[src/rtl/sca_pkg.sv]
// Shared sizing for the split-carry select adder.
// Assumes: the lower section width is less than the total width.
package sca_pkg;
    localparam int SCA_WIDTH = 8;
    localparam int SCA_LOW_W = 4;
endpackage

[src/rtl/sca_full_add.sv]
// One-bit full adder cell.
// Does: sum = a ^ b ^ ci, co = a&b | ci&(a^b).
// Assumes: nothing; purely combinational.
module sca_full_add (
    input  logic a,
    input  logic b,
    input  logic ci,
    output logic s,
    output logic co
);
    logic p;

    // Propagate term, shared by the sum and the carry.
    always_comb p = a ^ b;

    // Sum and carry from the propagate and generate terms.
    always_comb begin
        s  = p ^ ci;
        co = (a & b) | (ci & p);
    end
endmodule

[src/rtl/sca_ripple.sv]
// W-bit ripple-carry adder built from a chain of full adders.
// Does: {co, s} = a + b + ci.
// Assumes: W >= 1; the carry chain delay grows linearly with W.
module sca_ripple #(
    parameter int W = 4
) (
    input  logic [W-1:0] a,
    input  logic [W-1:0] b,
    input  logic         ci,
    output logic [W-1:0] s,
    output logic         co
);
    logic [W:0] chain;

    // The chain entry takes the section's carry input.
    always_comb chain[0] = ci;

    genvar i;
    generate
        for (i = 0; i < W; i++) begin : g_bit
            sca_full_add u_fa (
                .a (a[i]),
                .b (b[i]),
                .ci(chain[i]),
                .s (s[i]),
                .co(chain[i+1])
            );
        end
    endgenerate

    // The chain exit is the section's carry output.
    always_comb co = chain[W];
endmodule

[src/rtl/sca_pick.sv]
// W-wide 2:1 selector: one 2:1 multiplexer per bit, all driven by a shared select line.
// Does: y = sel ? d1 : d0.
// Assumes: sel is a settled carry from the lower section.
module sca_pick #(
    parameter int W = 5
) (
    input  logic [W-1:0] d0,
    input  logic [W-1:0] d1,
    input  logic         sel,
    output logic [W-1:0] y
);
    genvar i;
    generate
        for (i = 0; i < W; i++) begin : g_mux
            // Per-bit 2:1 selection.
            always_comb y[i] = sel ? d1[i] : d0[i];
        end
    endgenerate
endmodule

[src/rtl/split_carry_adder.sv]
// Carry-select adder with a registered result.
// Does: the lower section ripples with carry_in. The upper section is summed twice,
// under carry-in 0 and carry-in 1, and the lower carry selects between the two.
// The result register loads every cycle; a synchronous active-low reset clears it.
// Assumes: WIDTH > LOW_W >= 1.
module split_carry_adder #(
    parameter int WIDTH = sca_pkg::SCA_WIDTH,
    parameter int LOW_W = sca_pkg::SCA_LOW_W
) (
    input  logic             clk,
    input  logic             rst_n,
    input  logic [WIDTH-1:0] op_a,
    input  logic [WIDTH-1:0] op_b,
    input  logic             carry_in,
    output logic [WIDTH-1:0] sum_q,
    output logic             cout_q
);
    localparam int HI_W = WIDTH - LOW_W;

    logic [LOW_W-1:0] lo_s;
    logic             lo_c;
    logic [HI_W-1:0]  hi_s [2];
    logic             hi_c [2];
    logic [HI_W:0]    hi_pick;

    // Lower section: ripples with the external carry.
    sca_ripple #(.W(LOW_W)) u_low (
        .a (op_a[LOW_W-1:0]),
        .b (op_b[LOW_W-1:0]),
        .ci(carry_in),
        .s (lo_s),
        .co(lo_c)
    );

    // Upper section: one chain per assumed carry, 0 and 1.
    genvar k;
    generate
        for (k = 0; k < 2; k++) begin : g_guess
            sca_ripple #(.W(HI_W)) u_high (
                .a (op_a[WIDTH-1:LOW_W]),
                .b (op_b[WIDTH-1:LOW_W]),
                .ci(k != 0),
                .s (hi_s[k]),
                .co(hi_c[k])
            );
        end
    endgenerate

    // Select stage: HI_W sum multiplexers plus one carry multiplexer.
    sca_pick #(.W(HI_W + 1)) u_pick (
        .d0 ({hi_c[0], hi_s[0]}),
        .d1 ({hi_c[1], hi_s[1]}),
        .sel(lo_c),
        .y  (hi_pick)
    );

    // Result register with synchronous active-low clear.
    always_ff @(posedge clk) begin
        if (!rst_n) begin
            sum_q  <= '0;
            cout_q <= 1'b0;
        end else begin
            sum_q  <= {hi_pick[HI_W-1:0], lo_s};
            cout_q <= hi_pick[HI_W];
        end
    end

    // a reset edge leaves the register cleared.
    a_r1_reset_clears: assert property (@(posedge clk)
        !rst_n |=> (sum_q == '0) && !cout_q);

    // the registered result equals the arithmetic sum of the previous cycle's inputs.
    a_r2_registered_sum: assert property (@(posedge clk) disable iff (!rst_n)
        rst_n |=> ({cout_q, sum_q} ==
                   ({1'b0, $past(op_a)} + {1'b0, $past(op_b)} + (WIDTH+1)'($past(carry_in)))));

    // the lower section's outputs match its arithmetic sum.
    a_r3_low_section: assert property (@(posedge clk) disable iff (!rst_n)
        {lo_c, lo_s} == ({1'b0, op_a[LOW_W-1:0]} + {1'b0, op_b[LOW_W-1:0]}
                         + (LOW_W+1)'(carry_in)));

    // the carry-1 chain's result is the carry-0 chain's result plus one.
    a_r4_guess_step: assert property (@(posedge clk) disable iff (!rst_n)
        {hi_c[1], hi_s[1]} == ({hi_c[0], hi_s[0]} + (HI_W+1)'(1)));

    // a carry out of the carry-0 chain forces a carry out of the carry-1 chain.
    a_r4_carry_order: assert property (@(posedge clk) disable iff (!rst_n)
        hi_c[0] |-> hi_c[1]);
endmodule

[config.mk]
export PLATFORM = sky130hd
export DESIGN_NAME = split_carry_adder
export DESIGN_NICKNAME = d
export VERILOG_FILES = /design/src/rtl/sca_pkg.sv /design/src/rtl/sca_full_add.sv /design/src/rtl/sca_ripple.sv /design/src/rtl/sca_pick.sv /design/src/rtl/split_carry_adder.sv
export SDC_FILE = /design/constraint.sdc
export NUM_CORES = 1
export LEC_CHECK = 0
export BUFFER_PORTS_ARGS = -buffer_cell sky130_fd_sc_hd__buf_2
export CORE_AREA = 2 2 39 41
export DETAILED_ROUTE_END_ITERATION = 10
export DIE_AREA = 0 0 41 43
export PLACE_DENSITY = 0.66
export SLEW_MARGIN = 10
export SYNTH_ARGS = -nofsm -noshare
export SYNTH_HDL_FRONTEND = slang
export SYNTH_SLANG_ARGS = --single-unit
[constraint.sdc]
create_clock -name clk -period 8.4 [get_ports clk]
set_input_delay 0.42 -clock clk [delete_from_list [all_inputs] [get_ports clk]]
set_output_delay 0.42 -clock clk [all_outputs]
set_load 0.005 [all_outputs]
; ---- Word-level counts from Yosys, hierarchy flattened
; Cells that the tools add are included.
[word_totals]
register_bits = 9
[op_classes]
bitwise_logic = 48
n_mux = 5
[op_table]
columns = operator, n
row1 = AND 1 bit, 18
row2 = XOR 1 bit, 18
row3 = OR 1 bit, 11
row4 = two-way mux 1 bit, 5
row5 = NOT 1 bit, 1

; ---- Logic depth before layout (Yosys ltp)
; Gate-level depths: netlist of the first run.
[logic_depth]
depth_word = 10
mapped_depth = 11
depth_no_buf = 11

; ---- Modules after synthesis
; Synthesis of the first run repeated with hierarchy kept, for this count alone.
[hier_totals]
cells_unflattened = 37
hier_area_um2 = 540.5
[modules_own_cells]
columns = mod, seq_area_each_um2, area_per_inst_um2, cells_each, instances
row1 = split_carry_adder, 180.2, 244.0, 20, 1
row2 = sca_full_add, 0.0, 20.0, 1, 12
row3 = sca_pick, 0.0, 56.3, 5, 1

; ---- Worst setup path after synthesis of the first run
; No wires, ideal clock.
[synth_timing]
path_type = input port to flip-flop
from = input port op_a[0]
to = register sum_q[7]
t_required_ns = 8.335
path_stages = 11
setup_slack_ns = 5.107
arrival_ns = 3.228
cell_sequence = fa_1 -> fa_1 -> fa_1 -> inv_1 -> fa_1 -> mux2i_1 -> fa_1 -> fa_1 -> inv_1 -> fa_1 -> nor2b_1
[synth_between]
elab_chain_len = 10
word_cells_on_any_way = 11
[synth_lines]
columns = item, line
row1 = from (decl), split_carry_adder.sv:12  ; input logic [WIDTH-1:0] op_a,
row2 = XOR 1 bit, sca_full_add.sv:14  ; always_comb p = a ^ b;
row3 = AND 1 bit, sca_full_add.sv:19  ; co = (a & b) | (ci & p);
row4 = OR 1 bit (*), sca_full_add.sv:19
row5 = AND 1 bit (*), sca_full_add.sv:19
row6 = OR 1 bit (*), sca_full_add.sv:19
row7 = AND 1 bit (*), sca_full_add.sv:19
row8 = OR 1 bit (*), sca_full_add.sv:19
row9 = AND 1 bit (*), sca_full_add.sv:19
row10 = OR 1 bit (*), sca_full_add.sv:19
row11 = two-way mux 1 bit (*), sca_pick.sv:16  ; always_comb y[i] = sel ? d1[i] : d0[i];
row12 = to (signal assigned), split_carry_adder.sv:63  ; sum_q <= {hi_pick[HI_W-1:0], lo_s};
row13 = to (decl), split_carry_adder.sv:15  ; output logic [WIDTH-1:0] sum_q,
; Mark *: on every way between the ends. The rest lies on a longest branch, timed or not.
; A chain may end at the register's enable or synchronous reset.

; ---- Worst setup path after layout of the first run
; Same ends and word-level chain as after synthesis.

==> results of run 1 <==
per-layer routing:
layer  wire length [um]  global-route usage [%]  vias to the layer above  part of all wire, %
met3                 66                    1.57                        0                  9.6
met4                  0                    8.00                        0                    0
met1                246                    11.9                      150                   36
met2                377                    15.3                       14                   55
met5                  0                       0                        -                    0
li1                   -                       -                      168                    -
sequential cells by signal, summed over array words and instances, names as in the netlist:
register	count
cout_q	1
sum_q	8
metrics by stage:
step                      instances  worst slack (ns)  utilization [%]
after global routing             85              5.01             45.9
after global placement           81              4.91             44.0
after detailed placement         81              4.89             44.0
after floorplan                  38              5.11                -
final                            85              5.15             45.9
after CTS                        85              5.16             45.9
layout make-up:
cell class	instances	share of cell area [%]
Sequential cell	9	28.3
Multi-Input combinational cell	20	37.8
Timing Repair Buffer	27	21.3
Inverter	9	5.31
Tap cell	16	3.15
Clock buffer	4	4.13
synthesized netlist by cell type, drive strengths merged:
library cell	count
ha	2
dfxtp	9
fa	7
inv	9
and2	6
xnor2	1
nor2b	3
mux2i	1
worst max-delay path: cells and delay by family:
family	cells	cell delay, ns
adder cells (fa/ha/maj)	7	2.54
buffers and inverters	3	0.25
multiplexers	1	0.11
AND/OR/NAND/NOR	1	0.11
worst paths after layout:
path	startpoint	to	slack, ns	depth (start not counted)
setup / recovery	op_a[0]	sum_q[7]	5.15	12
hold / removal	rst_n	sum_q[6]	0.47	2
kinds of logic after synthesis:
group / synth area share, %
mux: 2.20
flops: 39.7
fa+ha+maj: 36.4
buf+inv: 7.44
simple gates: 12.4
xor+xnor: 1.93
where the power goes:
part	internal [uW]	switching (uW)	leakage [uW]	total, uW
combinational	13.1	10.1	0.000256	23.2
clock	18.2	13.4	0.0000150	31.6
sequential	48.0	0.939	0.0000750	48.9
==> qor_table.md, run 1 <==
| Step | Result | Reported |
| --- | --- | --- |
| timing | Final hold slack | 0.472 ns |
| layout | Filler Cell Count | 133 |
| placed design | Instance area after placement | 609 sq um |
| global route | Vias in the first global route | 307 |
| timing | Final count of hold timing violations | 0 |
| timing | Max transition margin | 87.0% |
| setup path | Crit path max fanout | 2 |
| floorplan | Standard cell core area | 0.00138 sq mm |
| synth | YS warnings | 0 |
| synth | Area share of the leading cell type in the synthesized netlist | 39.7% |
| synth | Total standard cell area after synthesis | 454 sq um |
| detailed routing | Remaining design rule violation count | 0 |
| synth | Synth top area cells | dfxtp_1, fa_1, and2_1 |
| clock network | Clock tree from TritonCTS | done |
| clock network | Maximum count of clock buffers along a single path | 2 |
| layout | Number of diodes added for antenna fixing | 0 |
| synth | Sequential area share after synthesis | 39.7% |
| setup path | Start-to-end type of the worst setup path | in -> reg |
| setup path | Capturing element type of the critical path | flop |
| synth | Post-Syn Nets | 66 |
| synth | Average cell area after synthesis | 12.0 sq um |
| timing | Setup repair after global routing missed its margin | false |
| layout | Fin area | 636 sq um |
| detailed routing | Wire length after detailed routing | 690 um |
| setup path | Worst path required time | 8.59 ns |
| floorplan | Number of top-level pins | 28 |
| pwr | Power per standard cell area | 163 mW/mm^2 |
| layout | Layout overhead on the synthesized area | 39.9% |
| floorplan | Starting density of the core | 32.8% |
| layout | Commonest cells after routing, fill and taps aside | buf_2, inv_1, dfxtp_1, fa_1, and2_1 |
| global route | Overflow left after global routing | 0 |
| detailed routing | Remaining number of nets flagged by the antenna check after routing | 0 |
| pwr | Leakage power summed over all cells | 0.000346 uW |
| detailed routing | Iteration-0 DRC Markers | 3 |
| setup path | Startpoint type of the worst setup path | primary input |
| setup path | Cell-by-cell listing of the critical path | buf_2 -> fa_1 -> fa_1 -> fa_1 -> inv_1 -> fa_1 -> mux2i_1 -> fa_1 -> fa_1 -> inv_1 -> fa_1 -> nor2b_1 |
| setup path | Cell repeated most along the worst path | fa_1 |
| detailed routing | Vias/cell | 3.91 |
| timing | Min Tclk post-route | 3.25 ns |
| global route | GR Util All Layers | 10.1% |
| clock network | Clock transition at path regs | 0.06 ns |
| detailed routing | Wire length per cell | 8.12 um |
| clock network | Hold-fix buffers at CTS | 0 |
| detailed routing | Via count | 332 |
| clock network | Clock root buffer | clkbuf_4 |
| setup path | Critical Path Max Stage Delay | 0.43 ns |
| global route | Largest net degree at the start of global routing | 10 |
| detailed routing | Initial DRT Pass Iterations | 4 |
| layout | Sequential standard cell area | 180 sq um |
| run status | Status | complete, no violations |
| clock network | TritonCTS sink count | 9 |
| timing | Fmax | 308 MHz |
| timing | Max-slew violations | 0 |
| floorplan | Number of standard-cell rows in the floorplan | 14 |
| job | Reported max-cap violation count | 0 |
| synth | Cell type with the highest aggregate area in the netlist | dfxtp_1 |
| clock network | TritonCTS Buffers | 3 |
| hold path | Path class of the lowest-slack min-delay path | in -> reg |
| synth | Synth Instances | 38 |
| pwr | Overall power consumption | 104 uW |
| layout | Post-layout net count | 98 |
| layout | Area occupied by multi-input gates | 240 sq um |
| timing | Endpoints failing setup | 0 |
| layout | Commonest non-fill, non-tap cell in the layout | buf_2 |
| floorplan | Die W | 41 um |
| floorplan | Die Y | 43 um |
| timing | Pin slew with the least headroom to its limit | 0.189 ns |
| setup path | Worst path arrival time | 3.44 ns |
| floorplan | Area enclosed by the die boundary | 0.00176 sq mm |
| placed design | Final weighted congestion of routability-driven global placement | 0.661 |
| timing | Ratio of final minimum period to clock period | 38.6% |
| placed design | IO buf count | 27 |
| pwr | Worst voltage drop across the vdd grid | 0.0000411 V |
| placed design | HPWL reported at the end of detailed placement | 640 um |
| clock network | Post-CTS setup buffers | 0 |
| global route | First-pass GRT wire length | 1.19 mm |
| clock network | Cts repair resizes | 0 |
| clock network | H-Tree Depth | 1 |
| global route | Number of antenna violations at the first check in global routing | 0 |
| synth | Count of cell types in the netlist | 8 |
| setup path | Critical path's slowest cell | fa_1 |
| synth | Post-synthesis sequential element count | 9 |
| timing | Post-Route Setup TNS | 0 ns |
| layout | Share of post-route cells with drive strength above 1 | 43.5% |
Note: power is estimated with default switching activity, not from simulation.
==> run 2: changes to the inputs <==
==> constraint.sdc (replaced) <==
create_clock -name clk -period 3.35 [get_ports clk]
set_input_delay 0.1675 -clock clk [delete_from_list [all_inputs] [get_ports clk]]
set_output_delay 0.1675 -clock clk [all_outputs]
set_load 0.005 [all_outputs]
==> qor_table.md, run 2 (same netlist as run 1, synthesis figures left out) <==
| Step | Result | Reported | vs previous |
| --- | --- | --- | --- |
| detailed routing | Vias/cell | 4.07 | +4.2% |
| detailed routing | Highest layer used for signal routing | met3 |  |
| detailed routing | Iteration-0 DRC Markers | 5 | +2 |
| pwr | Switching share of total power | 23.6% | +0.025 points |
| global route | Vias in the first global route | 308 | +0.33% |
| global route | Number of antenna violations at the first check in global routing | 0 | unchanged |
| global route | Overflow left after global routing | 0 | unchanged |
| hold path | Path class of the lowest-slack min-delay path | in -> reg |  |
| layout | Largest reg by FF count | sum_q |  |
| timing | Post-Route Setup TNS | 0 ns | unchanged |
| detailed routing | Remaining number of nets flagged by the antenna check after routing | 0 | unchanged |
| pwr | Leakage power summed over all cells | 0.000346 uW | unchanged |
| hold path | Worst hold path cell count | 2 | unchanged |
| setup path | Worst path arrival time | 3.19 ns | -0.25 ns |
| layout | End-of-flow core utilization | 45.9% | unchanged |
| hold path | Worst min-delay path endpoint | sum_q[4] |  |
| timing | Endpoints failing setup | 0 | unchanged |
| floorplan | Die W | 41 um | unchanged |
| timing | Final hold slack | 0.216 ns | -0.256 ns |
| pwr | Clock network fraction of design power | 30.4% | about the same |
| floorplan | Die Y | 43 um | unchanged |
| floorplan | Starting density of the core | 32.8% | unchanged |
| timing | Pin slew with the least headroom to its limit | 0.201 ns | +0.0121 ns |
| layout | Layout overhead on the synthesized area | 39.9% | unchanged |
| clock network | TritonCTS sink count | 9 | unchanged |
| clock network | Clock root buffer | clkbuf_4 |  |
| layout | Post-layout net count | 98 | unchanged |
| placed design | Final weighted congestion of routability-driven global placement | 0.531 | -20% |
| placed design | HPWL reported at the end of detailed placement | 593 um | -7.3% |
| layout | Share of post-route cells with drive strength above 1 | 43.5% | unchanged |
| pwr | Gate power share | 22.4% | about the same |
| clock network | Clock tree from TritonCTS | done |  |
| clock network | Clock transition at path regs | 0.06 ns | about the same |
| setup path | Worst path required time | 3.54 ns | -5.05 ns |
| detailed routing | Via count | 346 | +4.2% |
| pwr | Internal power | 199 uW | +150% |
| timing | Min setup slack post-route | 0.355 ns | -4.80 ns |
| clock network | Cts repair resizes | 0 | unchanged |
| layout | Fin area | 636 sq um | unchanged |
| detailed routing | Met2 wire len | 384 um | +1.9% |
| setup path | Cell-by-cell listing of the critical path | buf_2 -> fa_1 -> fa_1 -> fa_1 -> inv_1 -> fa_1 -> mux2i_1 -> fa_1 -> fa_1 -> inv_1 -> fa_1 -> nor2b_1 |  |
| layout | Filler Cell Count | 142 | +6.8% |
| clock network | Post-CTS setup buffers | 0 | unchanged |
| setup path | Stages on the worst setup path | 12 | unchanged |
| clock network | Hold-fix buffers at CTS | 0 | unchanged |
| setup path | Critical path's slowest cell | fa_1 |  |
| floorplan | Number of standard-cell rows in the floorplan | 14 | unchanged |
| detailed routing | Remaining design rule violation count | 0 | unchanged |
| layout | Max FFs per register | 8 | unchanged |
| timing | Max-slew violations | 0 | unchanged |
| job | Reported max-cap violation count | 0 | unchanged |
| timing | Setup repair after global routing missed its margin | false |  |
| pwr | Net switching component of the power | 61.5 uW | +150% |
| pwr | Power per standard cell area | 410 mW/mm^2 | +150% |
| detailed routing | Wire length after detailed routing | 686 um | -0.58% |
| global route | First-pass GRT wire length | 1.15 mm | -2.9% |
| timing | Final count of hold timing violations | 0 | unchanged |
| setup path | Cell repeated most along the worst path | fa_1 |  |
| setup path | Start-to-end type of the worst setup path | in -> reg |  |
| global route | Largest net degree at the start of global routing | 10 | unchanged |
| detailed routing | Met3 wire len | 70 um | +6.1% |
| setup path | Critical Path Max Stage Delay | 0.43 ns | about the same |
| run status | Status | complete, no violations |  |
| hold path | Hold wc startpoint | rst_n |  |
| pwr | Relative contribution of sequential cells to total power | 47.2% | about the same |
| timing | Min Tclk post-route | 2.99 ns |  |
| placed design | Instance area after placement | 609 sq um | unchanged |
| layout | Commonest non-fill, non-tap cell in the layout | buf_2 |  |
| detailed routing | Initial DRT Pass Iterations | 2 | -2 |
| layout | Number of diodes added for antenna fixing | 0 | unchanged |
| pwr | Worst voltage drop across the vdd grid | 0.000135 V | +230% |
| placed design | Worst slack after detailed placement | 0.0686 ns | -4.82 ns |
| clock network | TritonCTS Buffers | 3 | unchanged |
| global route | GR Util All Layers | 9.52% | -0.61 points |
| detailed routing | WL met1 | 231 um | -6.1% |
| placed design | IO buf count | 27 | unchanged |
| clock network | Maximum count of clock buffers along a single path | 2 | unchanged |
| detailed routing | Wire length per cell | 8.07 um | -0.58% |
| setup path | CP top delay family | adder cells |  |
| setup path | Capturing element type of the critical path | flop |  |
| clock network | H-Tree Depth | 1 | unchanged |
| floorplan | Standard cell core area | 0.00138 sq mm | unchanged |
| setup path | Bufs and invs on worst path | 3 | unchanged |
| layout | Largest registers | sum_q x8, cout_q x1 |  |
| floorplan | Area enclosed by the die boundary | 0.00176 sq mm | unchanged |
| floorplan | Number of top-level pins | 28 | unchanged |
| layout | Commonest cells after routing, fill and taps aside | buf_2, inv_1, dfxtp_1, fa_1, and2_1 |  |
| timing | Max transition margin | 86.2% | -0.83 points |
| timing | Ratio of final minimum period to clock period | 89.4% |  |
| setup path | Crit path max fanout | 2 | unchanged |
| setup path | Startpoint type of the worst setup path | primary input |  |
| timing | Fmax | 334 MHz |  |
[run 2: area by class of cell]
class                      instances  area, sq um  area share (%)
multi-input combinational         20          240            37.8
tap                               16         20.0            3.15
inverter                           9         33.8            5.31
sequential                         9          180            28.3
timing repair buffer              27          135            21.3
clock buffer                       4         26.3            4.13
[run 2: through the flow]
stage | cells | power [uW]
after floorplan | 38 | 155
after global placement | 81 | 184
after detailed placement | 81 | 186
after CTS | 85 | 267
after global routing | 85 | 285
final | 85 | 260
[run 2: power groups by stage]
stage	sequential (uW)	clock, uW	combinational (uW)
detailed placement	125	0	60.2
CTS	123	83.4	60.5
floorplan	128	0	26.8
finish	123	79.1	58.4
global placement	125	0	58.6
global route	125	90.1	69.7
[run 2: routing by layer]
layer | up-vias | GRT usage [%]
met4 | 0 | 5.33
li1 | 169 | -
met5 | - | 0
met2 | 14 | 15.6
met1 | 163 | 10.6
met3 | 0 | 2.09
[run 2: worst max path at each step]
| stage | startpoint | end | slack [ns] |
|---|---|---|---|
| 6_report | op_a[0] | sum_q[7] | 0.36 |
| 5_1_grt | op_a[0] | sum_q[7] | 0.21 |
| 4_1_cts | op_a[0] | sum_q[7] | 0.33 |
| 3_5_place_dp | op_a[0] | sum_q[7] | 0.07 |
| 3_3_place_gp | op_a[0] | sum_q[7] | 0.09 |
| 2_1_floorplan | op_a[0] | sum_q[7] | 0.31 |
==> run 3: changes to the inputs <==
--- a/config.mk
+++ b/config.mk
@@ -6,10 +6,13 @@
 export NUM_CORES = 1
 export LEC_CHECK = 0
 export BUFFER_PORTS_ARGS = -buffer_cell sky130_fd_sc_hd__buf_2
-export CORE_AREA = 2 2 39 41
+export CELL_PAD_IN_SITES_DETAIL_PLACEMENT = 0
+export CELL_PAD_IN_SITES_GLOBAL_PLACEMENT = 1
+export CORE_MARGIN = 1.5
+export CORE_UTILIZATION = 29
 export DETAILED_ROUTE_END_ITERATION = 10
-export DIE_AREA = 0 0 41 43
-export PLACE_DENSITY = 0.66
+export PLACE_DENSITY_LB_ADDON = 0.1
+export RECOVER_POWER = 25
 export SLEW_MARGIN = 10
 export SYNTH_ARGS = -nofsm -noshare
 export SYNTH_HDL_FRONTEND = slang
==> qor_table.md, run 3 (same netlist as run 1, synthesis figures left out) <==
| Step | Result | Reported | vs previous |
| --- | --- | --- | --- |
| job | Reported max-cap violation count | 0 | unchanged |
| timing | Final count of hold timing violations | 0 | unchanged |
| pwr | Leakage power summed over all cells | 0.000346 uW | -0.21% |
| detailed routing | Remaining design rule violation count | 0 | unchanged |
| floorplan | Number of top-level pins | 28 | unchanged |
| detailed routing | Iteration-0 DRC Markers | 1 | -4 |
| timing | Setup repair after global routing missed its margin | false |  |
| global route | GR Util All Layers | 10.6% | +1.1 points |
| clock network | Clock root buffer | clkbuf_4 |  |
| clock network | H-Tree Depth | 1 | unchanged |
| timing | Post-Route Setup TNS | 0 ns | unchanged |
| floorplan | Die W | 42.6 um | +3.8% |
| layout | Fin area | 636 sq um | unchanged |
| floorplan | Die Y | 42.6 um | -0.99% |
| clock network | TritonCTS sink count | 9 | unchanged |
| placed design | IO buf count | 27 | unchanged |
| layout | Commonest non-fill, non-tap cell in the layout | buf_2 |  |
| timing | Fmax | 329 MHz | -1.3% |
| floorplan | Number of standard-cell rows in the floorplan | 14 | unchanged |
| detailed routing | Remaining number of nets flagged by the antenna check after routing | 0 | unchanged |
| global route | Overflow left after global routing | 0 | unchanged |
| placed design | Instance area after placement | 609 sq um | unchanged |
| timing | Max transition margin | 88.4% | +2.2 points |
| clock network | Cts repair resizes | 0 | unchanged |
| clock network | Maximum count of clock buffers along a single path | 2 | unchanged |
| timing | Endpoints failing setup | 0 | unchanged |
| layout | Number of diodes added for antenna fixing | 0 | unchanged |
| timing | Ratio of final minimum period to clock period | 90.6% | +1.2 points |
| detailed routing | Wire length per cell | 9.81 um | +22% |
| layout | Filler Cell Count | 160 | +13% |
| clock network | Clock tree from TritonCTS | done |  |
| setup path | Worst path arrival time | 3.23 ns | +0.04 ns |
| clock network | TritonCTS Buffers | 3 | unchanged |
| floorplan | Standard cell core area | 0.00149 sq mm | +7.6% |
| layout | End-of-flow core utilization | 42.7% | -3.2 points |
| layout | Largest reg by FF count | sum_q |  |
| placed design | Final weighted congestion of routability-driven global placement | 0.680 | +28% |
| setup path | Worst path required time | 3.55 ns | about the same |
| global route | First-pass GRT wire length | 1.28 mm | +11% |
| hold path | Worst hold path cell count | 2 | unchanged |
| global route | Largest net degree at the start of global routing | 10 | unchanged |
| layout | Share of post-route cells with drive strength above 1 | 43.5% | unchanged |
| layout | Largest registers | sum_q x8, cout_q x1 |  |
| setup path | Start-to-end type of the worst setup path | in -> reg |  |
| clock network | Post-CTS setup buffers | 0 | unchanged |
| layout | Commonest cells after routing, fill and taps aside | buf_2, inv_1, dfxtp_1, fa_1, and2_1 |  |
| detailed routing | Vias/cell | 4.04 | -0.87% |
| floorplan | Area enclosed by the die boundary | 0.00181 sq mm | +2.8% |
| setup path | Crit path max fanout | 2 | unchanged |
| clock network | Clock transition at path regs | 0.06 ns | about the same |
| setup path | Startpoint type of the worst setup path | primary input |  |
| layout | Max FFs per register | 8 | unchanged |
| detailed routing | Wire length after detailed routing | 834 um | +22% |
| hold path | Path class of the lowest-slack min-delay path | in -> reg |  |
| run status | Status | complete, no violations |  |
| floorplan | Starting density of the core | 30.5% | -2.3 points |
| pwr | Power per standard cell area | 420 mW/mm^2 | +2.4% |
| layout | Post-layout net count | 98 | unchanged |
| setup path | Capturing element type of the critical path | flop |  |
| detailed routing | Initial DRT Pass Iterations | 4 | +2 |
| timing | Min Tclk post-route | 3.04 ns | +0.0406 ns |
| detailed routing | Via count | 343 | -0.87% |
| global route | Number of antenna violations at the first check in global routing | 0 | unchanged |
| timing | Max-slew violations | 0 | unchanged |
| global route | Vias in the first global route | 334 | +8.4% |
| pwr | Worst voltage drop across the vdd grid | 0.000125 V | -7.6% |
| clock network | Hold-fix buffers at CTS | 0 | unchanged |
| layout | Layout overhead on the synthesized area | 39.9% | unchanged |
| timing | Pin slew with the least headroom to its limit | 0.170 ns | -0.0314 ns |
run 3: cell counts in the layout (fill, tap and decap cells not counted):
No cell type changed its count.
run 3: layout make-up:
type | count | area (sq um) | area share (%)
Clock buffer | 4 | 26.3 | 4.13
Inverter | 9 | 33.8 | 5.31
Multi-Input combinational cell | 20 | 240 | 37.8
Sequential cell | 9 | 180 | 28.3
Tap cell | 16 | 20.0 | 3.15
Timing Repair Buffer | 27 | 135 | 21.3
run 3: power breakdown:
part           internal (uW)  switching [uW]
combinational           34.2            27.3
clock                   45.8            36.7
sequential               120            2.44
run 3: metrics by stage:
stage / total power (uW) / setup WS [ns] / cells / hold WS, ns
4_1_cts: 276 / 0.273 / 85 / 0.221
2_1_floorplan: 155 / 0.310 / 38 / 0.289
3_5_place_dp: 187 / 0.0361 / 81 / 0.498
6_report: 267 / 0.314 / 85 / 0.223
5_1_grt: 285 / 0.149 / 85 / 0.228
3_3_place_gp: 187 / 0.0590 / 81 / 0.494
run 3: final timing paths:
check | start | to | slack [ns]
setup / recovery | op_a[0] | sum_q[7] | 0.31
hold / removal | rst_n | sum_q[4] | 0.22
run 3: routing by layer:
metal / share of wire (%) / global-route usage, % / routed length (um) / vias up
met4: 1.7 / 11.3 / 14 / 0
li1: - / - / - / 170
met1: 32 / 8.17 / 270 / 157
met5: 0 / 0 / 0 / -
met2: 58 / 20.3 / 486 / 14
met3: 7.6 / 1.72 / 63 / 2
run 3: worst max-delay path: stages:
cell and delay (ns):
buf_2 0.11, fa_1 0.43, fa_1 0.40, fa_1 0.38, inv_1 0.08, fa_1 0.22, mux2i_1 0.10, fa_1 0.39
fa_1 0.37, inv_1 0.08, fa_1 0.40, nor2b_1 0.10
